## config.mk

```make
export PLATFORM = sky130hd
export DESIGN_NAME = spi_req_port
export DESIGN_NICKNAME = d
export VERILOG_FILES = /design/src/rtl/spi_req_port.sv
export SDC_FILE = /design/constraint.sdc
export NUM_CORES = 1
export LEC_CHECK = 0
export BUFFER_PORTS_ARGS = -buffer_cell sky130_fd_sc_hd__buf_2
export CORE_UTILIZATION = 60
export DETAILED_ROUTE_END_ITERATION = 8
export MAX_ROUTING_LAYER = met4
export PLACE_DENSITY_LB_ADDON = 0.15
export SETUP_SLACK_MARGIN = 0.02
export SYNTH_ARGS = -nofsm -noshare
export SYNTH_HDL_FRONTEND = slang
export SYNTH_SLANG_ARGS = --single-unit
```

## constraint.sdc

```tcl
create_clock -name clk -period 4.5 [get_ports clk]
set_input_delay 0.45 -clock clk [delete_from_list [all_inputs] [get_ports clk]]
set_output_delay 0.45 -clock clk [all_outputs]
set_load 0.02 [all_outputs]
```

## src/rtl/spi_req_port.sv

```systemverilog
module spi_req_port #(
  parameter int WORD_W = 24,
  parameter int DIV_W  = 8
) (
  input  logic              clk,
  input  logic              rst_n,
  input  logic              cfg_master,
  input  logic              cfg_req_en,
  input  logic [DIV_W-1:0]  cfg_half,
  input  logic              tx_load,
  input  logic [WORD_W-1:0] tx_word,
  output logic [WORD_W-1:0] rx_word,
  output logic              rx_done,
  output logic              bus_err,
  input  logic              err_clr,
  input  logic              sck_i,
  output logic              sck_o,
  output logic              sck_oe,
  input  logic              ss_n_i,
  input  logic              mosi_i,
  output logic              mosi_o,
  output logic              mosi_oe,
  input  logic              miso_i,
  output logic              miso_o,
  output logic              miso_oe,
  input  logic              hreq_n_i,
  output logic              hreq_n_o,
  output logic              hreq_n_oe
);
  localparam int CNT_W = $clog2(WORD_W + 1);

  logic [1:0] sck_sy, ss_sy, mosi_sy, req_sy;
  logic sck_d, req_d;
  logic [WORD_W-1:0] sh, rx_q;
  logic [CNT_W-1:0] cnt;
  logic [DIV_W-1:0] dcnt;
  logic rbit, done_q, err_q, rdy, pend, m_run, sck_q;

  wire ss_act  = ~ss_sy[1];
  wire s_rise  = sck_sy[1] & ~sck_d & ss_act;
  wire s_fall  = ~sck_sy[1] & sck_d & ss_act;
  wire req_fall = req_d & ~req_sy[1];

  wire [DIV_W-1:0] half_m1 = (cfg_half == '0) ? '0 : cfg_half - 1'b1;
  wire tick   = m_run && (dcnt == half_m1);
  wire m_rise = tick & ~sck_q;
  wire m_fall = tick & sck_q;

  wire rise   = cfg_master ? m_rise : s_rise;
  wire fall   = cfg_master ? m_fall : s_fall;
  wire in_bit = cfg_master ? miso_i : mosi_sy[1];
  wire last   = rise && (cnt == CNT_W'(WORD_W - 1));
  wire idle   = (cnt == '0) && !m_run;
  wire start  = cfg_master && idle && pend;

  always_ff @(posedge clk or negedge rst_n) begin
    if (!rst_n) begin
      sck_sy  <= 2'b00;
      ss_sy   <= 2'b11;
      mosi_sy <= 2'b00;
      req_sy  <= 2'b11;
      sck_d   <= 1'b0;
      req_d   <= 1'b1;
    end else begin
      sck_sy  <= {sck_sy[0], sck_i};
      ss_sy   <= {ss_sy[0], ss_n_i};
      mosi_sy <= {mosi_sy[0], mosi_i};
      req_sy  <= {req_sy[0], hreq_n_i};
      sck_d   <= sck_sy[1];
      req_d   <= req_sy[1];
    end
  end

  always_ff @(posedge clk or negedge rst_n) begin
    if (!rst_n) begin
      sh     <= '0;
      rx_q   <= '0;
      cnt    <= '0;
      rbit   <= 1'b0;
      done_q <= 1'b0;
    end else begin
      done_q <= last;
      if (!cfg_master && !ss_act) begin
        cnt <= '0;
      end else if (rise) begin
        if (last) begin
          cnt  <= '0;
          rx_q <= {sh[WORD_W-2:0], in_bit};
        end else begin
          cnt  <= cnt + 1'b1;
          rbit <= in_bit;
        end
      end
      if (fall && cnt != '0)
        sh <= {sh[WORD_W-2:0], rbit};
      else if (tx_load && idle)
        sh <= tx_word;
    end
  end

  always_ff @(posedge clk or negedge rst_n) begin
    if (!rst_n) begin
      m_run <= 1'b0;
      dcnt  <= '0;
      sck_q <= 1'b0;
      pend  <= 1'b0;
    end else if (!cfg_master) begin
      m_run <= 1'b0;
      dcnt  <= '0;
      sck_q <= 1'b0;
      pend  <= 1'b0;
    end else begin
      if (req_fall) pend <= 1'b1;
      else if (start) pend <= 1'b0;
      if (start) begin
        m_run <= 1'b1;
        dcnt  <= '0;
        sck_q <= 1'b0;
      end else if (m_run) begin
        if (tick) begin
          dcnt  <= '0;
          sck_q <= ~sck_q;
          if (m_fall && cnt == '0) m_run <= 1'b0;
        end else begin
          dcnt <= dcnt + 1'b1;
        end
      end
    end
  end

  always_ff @(posedge clk or negedge rst_n) begin
    if (!rst_n) begin
      rdy   <= 1'b0;
      err_q <= 1'b0;
    end else begin
      if (cfg_master) rdy <= 1'b0;
      else if (tx_load && idle) rdy <= 1'b1;
      else if (rise && cnt == '0) rdy <= 1'b0;
      if (cfg_master && ss_act) err_q <= 1'b1;
      else if (err_clr) err_q <= 1'b0;
    end
  end

  assign rx_word   = rx_q;
  assign rx_done   = done_q;
  assign bus_err   = err_q;
  assign sck_o     = sck_q;
  assign sck_oe    = cfg_master & rst_n;
  assign mosi_o    = sh[WORD_W-1];
  assign mosi_oe   = cfg_master & rst_n;
  assign miso_o    = sh[WORD_W-1];
  assign miso_oe   = ~cfg_master & ss_act;
  assign hreq_n_o  = ~rdy;
  assign hreq_n_oe = rst_n & cfg_req_en & ~cfg_master;
endmodule


```

# Yosys cells after proc, flatten, opt, wreduce, memory -nomap -nowiden
# Index checks and enable logic that the tools add are counted.
dict set report totals {
  ff_bits 78
  output_inout_bits 34
  word_cells 98
}
dict set report op_classes {
  add_sub_neg 3
  eq_ne 5
  n_mux 30
  bitwise 20
  reduce_logical 23
}
# cell count
set op_table {}
lappend op_table {{24-bit 2-to-1 mux} 2}
lappend op_table {{8-bit 2-to-1 mux} 5}
lappend op_table {{1-bit 2-to-1 mux} 20}
lappend op_table {{5-bit 2-to-1 mux} 3}
lappend op_table {{1-bit AND} 11}
lappend op_table {{1-bit logical AND} 11}
lappend op_table {{3-bit by 1-bit inequality test with 1-bit output, second input constant} 3}
lappend op_table {{1-bit NOT} 9}
lappend op_table {{8-bit by 1-bit adder with 8-bit output, second input constant} 1}
lappend op_table {{8-bit equality test} 1}
lappend op_table {{8-bit logical NOT} 1}
lappend op_table {{8-bit by 1-bit subtractor with 8-bit output, second input constant} 1}
lappend op_table {{3-bit AND reduction} 2}
lappend op_table {{2-bit nonzero test} 3}
lappend op_table {{5-bit by 1-bit adder with 5-bit output, second input constant} 1}
lappend op_table {{5-bit equality test, second input constant} 1}
lappend op_table {{5-bit logical NOT} 1}
lappend op_table {{5-bit nonzero test} 1}
lappend op_table {{3-bit nonzero test} 1}
lappend op_table {{1-bit logical NOT} 2}
lappend op_table {{2-bit AND reduction} 1}

# Depth between registers and ports, before layout
dict set report logic_depth {
  depth_word 11
  mapped_depth 12
  mapped_depth_nobuf 9
}

# Least setup slack after synthesis
# Ideal clock, no wire load.
dict set report synth_timing {
  path_kind {input port to flip-flop}
  start {input port cfg_half[0]}
  end {register sh[10]}
  t_arrival_ns 2.991
  required_ns 4.375
  slack_ns 1.384
  stages 12
  cell_sequence {inv_1 ha_1 buf_2 or4b_4 o32ai_2 a22o_2 nand4_4 or4_1 a21o_1 buf_6 buf_12 mux2_4}
}
dict set report synth_via {
  elab_chain_len 8
  elab_cells_between_ends 10
}
# element line
set synth_lines {}
lappend synth_lines {{start: declaration} 9} ;# input logic [DIV_W-1:0] cfg_half,
lappend synth_lines {{8-bit by 1-bit subtractor with 8-bit output / 8-bit logical NOT (equally long branches)} 44} ;# wire [DIV_W-1:0] half_m1 = (cfg_half == '0) ? '0 : cfg_half - 1'b1;
lappend synth_lines {{8-bit 2-to-1 mux (*)} 44}
lappend synth_lines {{8-bit equality test (*)} 45} ;# wire tick = m_run && (dcnt == half_m1);
lappend synth_lines {{1-bit logical AND (*)} 45}
lappend synth_lines {{1-bit AND (*)} 47} ;# wire m_fall = tick & sck_q;
lappend synth_lines {{1-bit 2-to-1 mux (*)} 50} ;# wire fall = cfg_master ? m_fall : s_fall;
lappend synth_lines {{1-bit logical AND (*)} 94} ;# if (fall && cnt != '0)
lappend synth_lines {{24-bit 2-to-1 mux / 2-bit nonzero test (equally long branches)} n/a}
lappend synth_lines {{end signal: assignment} 95} ;# sh <= {sh[WORD_W-2:0], rbit};
lappend synth_lines {{end signal: assignment} 97} ;# sh <= tx_word;
lappend synth_lines {{end: declaration} 34} ;# logic [WORD_W-1:0] sh, rx_q;
# Every way passes the cells marked *; elsewhere a longest branch is shown, timed or not.
# A chain may end at the register's enable or synchronous reset.

# Worst setup path after layout
dict set report layout_timing {
  start {input port cfg_half[0]}
  end {register sh[4]}
}
# The elaborated chain is that of the path after synthesis.

==> flow_summary.toml <==
[synth]
synth_ff_type = "dfrtp_1"
postSynthCellCount = 318
ys_seq_elements = 78
synth_xor_xnor_area_share_pct = 2.97
ys_seq_area_share_pct = 48.9
synth_cell_types = 57
synth_area_per_cell_um2 = 12.6
yosys_warnings = 0
synth-simple-area-share_pct = 12.7
synthTopCellsByArea = "dfrtp_1, mux2_2, mux2_4"
synth_compound_area_share_pct = 6.41
synthArstFlopShare_pct = 100
syn-num-nets = 365
synth_edf_count = 0
synthAdderAreaFrac_pct = 1.25
synth_mux_area_share_pct = 23.7
synth_top_area_share_pct = 45.6
syn_area_um2 = 4000
synth.largest_area_cell = "dfrtp_1"
synth_top_family_by_area = "multiplexers"

[timing]
setup_ws_ps = 1390
grt_setup_unrepaired = "no"
fmax_mhz = 321
tightest_slew_ps = 965
tns_ps = 0
setup_viol = 0
finalClockSkew_ps = 11.6
slew_viol_final = 0
relSlewSlack_pct = 34.8
hold_viol = 0
post-route-min-period_ps = 3110
post-route-period-util_pct = 69.2

[cts]
cts_hold_buf = 0
cts_buffers = 9
clockBufferDepth = 2
cts_tree = "done"
clk_latency_ps = 350
cts_resized = 0
post_cts_buffers = 0
cts_num_sinks = 78
clkTransAtPathRegs_ps = 90
ctsHtreeMaxLevel = 3
root_buffer = "clkbuf_8"

[route]
ant_nets = 0
drt_pre_antenna_iters = 5
routed_wl_um = 7560
route.vias.total = 2721
drc = 0
wl_per_cell_um = 15.9
routed_via_density = 5.73
drt_iter0_markers = 130

[power_and_ir_drop]
clockPowerShare_pct = 30.7
seqPwrFrac_pct = 52.4
intPower_mw = 1.13
p_leak_nw = 2.30
powerDensity_nw_per_um2 = 342
p_switching_mw = 0.434
vdd_drop_max_v = 0.000246
swShare_pct = 27.7
comb_power_share_pct = 16.9

[final_layout]
stdcell_area_um2 = 4580
final_util_pct = 71.7
ff_latch_area_um2 = 1960
antennaDiodeCount = 0
fillers = 476
final_cells = 475
drive_gt1_share_pct = 46.7
multi_input_area_um2 = 1880
nets = 440
area_growth_pct = 14.3

[grt]
overflow = 0
grt_use_total_pct = 23.5
grt_max_degree = 51
grt_pass1_wl_um = 12600
antenna_found_initial = 0
grt_pass1_vias = 2687

[place]
port-buffer-count = 76
dp_hpwl_um = 5270
dpl.cell_count = 459
gp_congestion = 0.907
place_ws_ps = 1010
place_area_um2 = 4390

[worst_setup_path]
path_max_fanout = 24
crit_type = "in2reg"
crit_arrival_ps = 3350
critPathRequiredTime_ps = 4730
startpoint_type = "input pin"
crit_path_end_kind = "register"

[floorplan]
die_height_um = 83.7
fp.dieArea_um2 = 7000
core_um2 = 6390
dieWidth_um = 83.7
rows = 29
initial_core_util_pct = 62.7
ios = 77

[worst_hold_path]
hold_path_class = "in2async"

[job]
cap_violations = 0

[outcome]
status = "finished clean"
==> per-layer routing <==
metal | vias up | GRT usage, % | wire length (um)
met5 | - | - | 0
li1 | 1299 | - | -
met2 | 89 | 35.9 | 3640
met1 | 1325 | 31.2 | 3420
met3 | 8 | 5.14 | 418
met4 | 0 | 8.78 | 81
==> path summary, 6_finish.rpt <==
| path | from | end | cells past startpoint | slack [ps] |
|---|---|---|---|---|
| max in group asynchronous | rst_n | sh[19] | 2 | 3500 |
| min reg2reg | ss_sy[0] | ss_sy[1] | 0 | 360 |
| min in group clk | ss_n_i | ss_sy[0] | 1 | 200 |
| max | cfg_half[0] | sh[4] | 11 | 1390 |
| max reg2reg | dcnt[0] | sh[4] | 8 | 1630 |
| min | rst_n | rx_word[15] | 1 | 10 |
==> cell families after synthesis <==
| logic type | Yosys count |
|---|---|
| muxes | 78 |
| buffers and inverters | 28 |
| xor gates and xnor gates | 12 |
| and+or+nand+nor | 81 |
| adders and majority gates | 4 |
| AOI/OAI and AO/OA | 37 |
| DFF | 78 |
==> critical path, cell delays in order <==
cell and delay [ps]:
buf_2 130, inv_1 60, ha_1 330, or4b_4 510
o32ai_2 220, a22o_2 200, nand4_4 120, or4_1 540
a21o_1 190, buf_4 260, mux2_4 340
==> registers in the layout (all words and copies together), names as in the netlist, 2 cells and up <==
signal and flops:
sh 24, req_sy 2, sck_sy 2, dcnt 8, rx_word 24, ss_sy 2, mosi_sy 2, cnt 5
==> placed cells by master (no fill, tap or decap), types with 2 or more instances in the layout <==
cell      count
o22ai_1       5
inv_1        12
o211ai_1      2
nand4_1       5
dfstp_2       5
and3_1        3
o21ai_0      10
nor3_1        4
nand3_1       4
xnor2_1       4
a21o_1        2
nand4b_1      4
buf_2        75
nor2_1       16
mux2_2       55
nand2_1      14
dfrtp_1      73
nor4b_1       3
clkbuf_8      9
nand3b_1      3
buf_4         5
mux2_4       20
mux2i_1       3
a211oi_1      2
and2_1        3
nor2b_1       2
xor2_1        7
a21oi_1       6
ha_1          4
nand2b_1      6
clkinv_4      3
==> metrics by stage <==
stage / hold WS (ps) / power [mW]
after floorplan: 154 / 1.02
after global placement: 333 / 1.09
after detailed placement: 345 / 1.10
after CTS: 12.2 / 1.58
after global routing: 27.7 / 1.64
final: 13.8 / 1.56
==> layout make-up <==
class | count | share of cell area (%)
multi-input combinational | 212 | 41.1
tap | 77 | 2.10
sequential | 78 | 42.8
clock buffer | 9 | 2.71
timing repair buffer | 80 | 9.02
clock inverter | 7 | 1.28
inverter | 12 | 0.984
==> power groups by stage <==
stage | Sequential (mW) | Combinational (mW) | Clock [mW]
finish | 0.819 | 0.264 | 0.481
global route | 0.829 | 0.288 | 0.521
CTS | 0.819 | 0.266 | 0.496
detailed placement | 0.832 | 0.265 | 0
global placement | 0.831 | 0.256 | 0
floorplan | 0.816 | 0.200 | 0
==> synthesized netlist by cell type, types with 3 or more instances <==
library cell and count:
dfrtp_1 73, mux2_2 55, nor3_1 4, clkbuf_1 8, and3_1 3, nand2b_1 6, nand3_1 4, and2_1 3
nor4b_1 3, a21oi_1 6, dfstp_2 5, nand4_1 5, nand3b_1 3, nor2_1 16, mux2i_1 3, o21ai_0 10
nand2_1 14, ha_1 4, o22ai_1 5, nand4b_1 4, mux2_4 20, xor2_1 7, xnor2_1 4, inv_1 12
(Power assumes the default switching activity.)
